[config.mk]
export PLATFORM = sky130hd
export DESIGN_NAME = ckrun_keepalive
export DESIGN_NICKNAME = d
export VERILOG_FILES = /design/src/rtl/ckrun_pkg.sv /design/src/rtl/ckrun_rst_sync.sv /design/src/rtl/ckrun_evt_latch.sv /design/src/rtl/ckrun_fsm.sv /design/src/rtl/ckrun_keepalive.sv
export SDC_FILE = /design/constraint.sdc
export NUM_CORES = 1
export LEC_CHECK = 0
export BUFFER_PORTS_ARGS = -buffer_cell sky130_fd_sc_hd__buf_2
export CORE_AREA = 2 2 39 41
export DETAILED_ROUTE_END_ITERATION = 10
export DIE_AREA = 0 0 41 43
export PLACE_DENSITY = 0.73
export SYNTH_ARGS = -nofsm -noshare
export SYNTH_HDL_FRONTEND = slang
export SYNTH_SLANG_ARGS = --single-unit
[constraint.sdc]
create_clock -name clk -period 0.8 [get_ports clk]
set_input_delay 0.08 -clock clk [delete_from_list [all_inputs] [get_ports clk]]
set_output_delay 0.08 -clock clk [all_outputs]
set_load 0.03 [all_outputs]
[src/rtl/ckrun_pkg.sv]
package ckrun_pkg;
  typedef enum logic [1:0] {
    ST_RUN    = 2'd0,
    ST_REFUSE = 2'd1,
    ST_PARK   = 2'd2,
    ST_WAKE   = 2'd3
  } ckrun_state_e;
endpackage

[src/rtl/ckrun_rst_sync.sv]
module ckrun_rst_sync #(
  parameter int STAGES = 2
) (
  input  logic clk,
  input  logic rst_n,
  output logic rst_q_n
);
  logic [STAGES-1:0] sync_q;

  always_ff @(posedge clk or negedge rst_n) begin
    if (!rst_n) sync_q <= '0;
    else        sync_q <= {sync_q[STAGES-2:0], 1'b1};
  end

  assign rst_q_n = sync_q[STAGES-1];
endmodule

[src/rtl/ckrun_evt_latch.sv]
module ckrun_evt_latch #(
  parameter int W = 4
) (
  input  logic         clk,
  input  logic         rst_n,
  input  logic [W-1:0] evt,
  input  logic         service,
  output logic [W-1:0] rise,
  output logic [W-1:0] lat
);
  logic [W-1:0] prev_q;
  logic [W-1:0] lat_d;

  for (genvar i = 0; i < W; i++) begin : g_bit
    assign rise[i]  = evt[i] & ~prev_q[i];
    assign lat_d[i] = service ? 1'b0 : (lat[i] | rise[i]);
  end

  always_ff @(posedge clk or negedge rst_n) begin
    if (!rst_n) begin
      prev_q <= '0;
      lat    <= '0;
    end else begin
      prev_q <= evt;
      lat    <= lat_d;
    end
  end
endmodule

[src/rtl/ckrun_fsm.sv]
module ckrun_fsm
  import ckrun_pkg::*;
#(
  parameter int HOLD_CYC = 2
) (
  input  logic clk,
  input  logic rst_n,
  input  logic line_n,
  input  logic hold_now,
  input  logic wake_now,
  output logic pull,
  output logic service
);
  localparam int CW = (HOLD_CYC > 1) ? $clog2(HOLD_CYC) : 1;
  localparam logic [CW-1:0] LAST = CW'(HOLD_CYC - 1);

  ckrun_state_e st_q, st_d;
  logic [CW-1:0] cnt_q, cnt_d;
  logic          cnt_en;
  logic          wake_q;
  logic          pull_q, pull_d;

  always_comb begin
    st_d    = st_q;
    cnt_d   = cnt_q;
    cnt_en  = 1'b0;
    service = 1'b0;
    unique case (st_q)
      ST_RUN: begin
        if (line_n) begin
          if (hold_now) begin
            st_d    = ST_REFUSE;
            cnt_d   = '0;
            cnt_en  = 1'b1;
            service = 1'b1;
          end else begin
            st_d = ST_PARK;
          end
        end
      end
      ST_PARK: begin
        if (!line_n) begin
          st_d = ST_RUN;
        end else if (wake_q) begin
          st_d    = ST_WAKE;
          cnt_d   = '0;
          cnt_en  = 1'b1;
          service = 1'b1;
        end
      end
      ST_REFUSE, ST_WAKE: begin
        cnt_en = 1'b1;
        if (cnt_q == LAST) st_d = ST_RUN;
        else               cnt_d = cnt_q + 1'b1;
      end
      default: st_d = ST_RUN;
    endcase
    pull_d = (st_d == ST_REFUSE) || (st_d == ST_WAKE);
  end

  always_ff @(posedge clk or negedge rst_n) begin
    if (!rst_n) begin
      st_q   <= ST_RUN;
      cnt_q  <= '0;
      wake_q <= 1'b0;
      pull_q <= 1'b0;
    end else begin
      st_q   <= st_d;
      wake_q <= wake_now;
      pull_q <= pull_d;
      if (cnt_en) cnt_q <= cnt_d;
    end
  end

  assign pull = pull_q;
endmodule

[src/rtl/ckrun_keepalive.sv]
module ckrun_keepalive #(
  parameter int N_SOCK   = 2,
  parameter int N_FIFO   = 4,
  parameter int HOLD_CYC = 2
) (
  input  logic              clk,
  input  logic              rst_n,
  input  logic              crun_line_n,
  output logic              crun_pull,
  input  logic [N_SOCK-1:0] ireq16,
  input  logic [N_SOCK-1:0] cint,
  input  logic [N_SOCK-1:0] stschg16,
  input  logic [N_SOCK-1:0] cbwake,
  input  logic [N_SOCK-1:0] cclk_req,
  input  logic [N_SOCK-1:0] cbus_req,
  input  logic [N_SOCK-1:0] cclk_running,
  input  logic              keep_clk,
  input  logic [N_FIFO-1:0] fifo_busy,
  input  logic              post_pending,
  input  logic              master_busy,
  input  logic              irq_pending
);
  localparam int EV_W = 2 * N_SOCK;

  logic            rst_q_n;
  logic [EV_W-1:0] ev_rise, ev_lat;
  logic            service;
  logic            card_level, core_level, wake_now, hold_now;

  ckrun_rst_sync #(.STAGES(2)) u_rst (
    .clk     (clk),
    .rst_n   (rst_n),
    .rst_q_n (rst_q_n)
  );

  ckrun_evt_latch #(.W(EV_W)) u_evt (
    .clk     (clk),
    .rst_n   (rst_q_n),
    .evt     ({cbwake, stschg16}),
    .service (service),
    .rise    (ev_rise),
    .lat     (ev_lat)
  );

  always_comb begin
    card_level = (|ireq16) | (|cint) | (|cclk_req) | (|cbus_req);
    core_level = keep_clk | master_busy | post_pending | irq_pending | (|fifo_busy);
    wake_now   = card_level | core_level | (|ev_rise) | (|ev_lat);
    hold_now   = wake_now | (|cclk_running);
  end

  ckrun_fsm #(.HOLD_CYC(HOLD_CYC)) u_fsm (
    .clk      (clk),
    .rst_n    (rst_q_n),
    .line_n   (crun_line_n),
    .hold_now (hold_now),
    .wake_now (wake_now),
    .pull     (crun_pull),
    .service  (service)
  );
endmodule

==> reports/metrics.csv <==
metric,value,unit
fill_cells,106,
violations,negative setup slack,
drt-wirelength-per-cell,12.6,µm
slew_violations,0,
synthCells,46,
max_clock_freq,793,MHz
path_class,register to register,
tritoncts,yes,
hpwl,951,µm
yosysTopAreaCellShare,62.2,%
cellPowerDensity,2510,mW/mm²
holdWs,56.5,ps
clk_latency,290,ps
antenna_found_initial,0,
multi_input_area,239,µm²
final_common_cell,buf_2,
finalHoldViolCount,0,
die_y,43,µm
netlist_area,563,µm²
worst-path-max-fanout,4,
setup_tns,-2800,ps
drc,0,
hold_depth,2,
syn_to_final_growth,64.0,%
gr-usage-all-layers,18.8,%
min_period,1260,ps
core_region_area,0.00138,mm²
start_util,40.7,%
crit_required,980,ps
vias,529,
period_share,158,%
clkTransAtPathRegs,90,ps
grt_pass1_wl,2110,µm
worstSetupStartpointType,register,
wl,1340,µm
rsz0062_at_grt,yes,
r2r_cells,3,
grt_pass1_vias,549,
p_leak,0.454,nW
finalSetupViolCount,9,
synth_top_cell_by_area,dfrtp_1,
register_area,352,µm²
ys_ff_latch,14,
firstDrtPassIters,4,
final_cell_mix,"24 x buf_2, 13 x dfrtp_1, 9 x buf_4",
nets,116,
peakVddDrop,1.56,mV
skew,5.08,ps
fin_ws,-461,ps
pin_count,26,
hold_path_class,input pin to register,
cts.sink_count,14,
gp_congestion,0.890,
yosys_warnings,0,
gr-total-overflow,0,
drive_gt1_share,57.8,%
cts_buffer_depth,2,
grt_max_degree,9,
cts-htree-levels,1,
status,finished with violations,
finalCoreUtilization,66.7,%
place_ws,-456,ps
row_count,14,
routed_via_density,4.99,
ys_top_cells_by_area,"dfrtp_1 62%, a2111oi_4 4.9%, nor4_1 4.4%, nor2b_1 3.3%, a21oi_1 2.7%",
port_buffers,25,
fp.dieW,41,µm
insertedDiodeCount,0,
finalNonFillerCells,106,
final_antenna_net_count,0,
crit_path_end_kind,register,
synth_nets,71,
cts_made_buffers,3,
yosysUniqueCellTypes,20,
yosysSeqAreaShare,62.2,%
dp.cells,95,
die_area,0.00176,mm²
cp.arrival,1440,ps
syn_avg_cell_area,12.2,µm²
drt-initial-drc-count,4,
cap_violations,0,
cts-root-buf,clkbuf_4,
[layout make-up]
type,count,area share [%]
Sequential cell,14,38.1
Timing Repair Buffer,40,28.3
Multi-Input combinational cell,28,25.9
Clock buffer,4,3.93
Tap cell,16,2.17
Inverter,4,1.63
[through the flow]
stage | cell area [µm²] | power [mW]
after floorplan | 576 | 1.31
after global placement | 781 | 1.57
after detailed placement | 781 | 1.59
after CTS | 878 | 2.18
after global routing | 923 | 2.43
final | 923 | 2.32
[synthesized netlist by cell type]
cell type,instances
a2111oi_4,1
a21oi_1,3
a21oi_2,1
and4_1,1
conb_1,1
dfrtp_1,14
inv_1,3
inv_2,1
nand2b_1,1
nand4_2,1
nor2_1,4
nor2b_1,3
nor4_1,4
o21ai_0,1
o21ai_1,1
o21ba_1,1
o22a_1,1
o22ai_1,1
or3_1,1
or4_1,2
[routing by layer]
metal	up-vias	wire length, µm	part of all wire [%]	GRT usage [%]
li1	251	-	-	-
met1	247	521	39	22.9
met2	28	671	50	29.1
met3	3	125	9.3	4.71
met4	0	22	1.6	10.0
met5	-	0	0	0
[power breakdown]
part | leakage [nW] | switching (mW) | internal [mW] | total (mW)
combinational | 0.269 | 0.325 | 0.500 | 0.825
sequential | 0.164 | 0.119 | 0.853 | 0.972
clock | 0.0210 | 0.241 | 0.277 | 0.518
total | 0.454 | 0.684 | 1.63 | 2.32
[critical path, stage by stage, from the launching register on]
cell	delay [ps]
dfrtp_2	440
nor2b_4	130
or4_1	400
o22a_1	190
[path summary, 6_finish.rpt]
path | start | end | slack [ps]
worst max-delay path | register | register | -460
worst min-delay path | stschg16[1] | u_evt.prev_q[1] | 60
worst max register to register | register | register | -460
worst min register to register | u_rst.sync_q[1] | u_fsm.wake_q | 180
max in group asynchronous | u_rst.sync_q[1] | asynchronous set/reset pin | 500
min in group asynchronous | rst_n | u_rst.sync_q[0] | 90
[cells by family (layout without fill, tap and decap cells)]
logic type,count (synthesis),in the layout,synth area share [%]
AO/OA/AOI/OAI,10,10,15.3
buffers and inverters,4,48,2.67
flip-flops,14,14,62.2
other,1,1,0.666
AND/OR/NAND/NOR,17,17,19.1
[what timing repair did]
item / CTS / global route
setup endpoints to repair: 9 / 9
pin swaps: 4 / 3
buffers inserted: 1 / 2
endpoints found under the hold margin: 5 / 0
gates cloned: 0 / 0
hold buffers: 4 / 0
gates resized for setup: 3 / 7
Power figures use the tool's default switching activity.
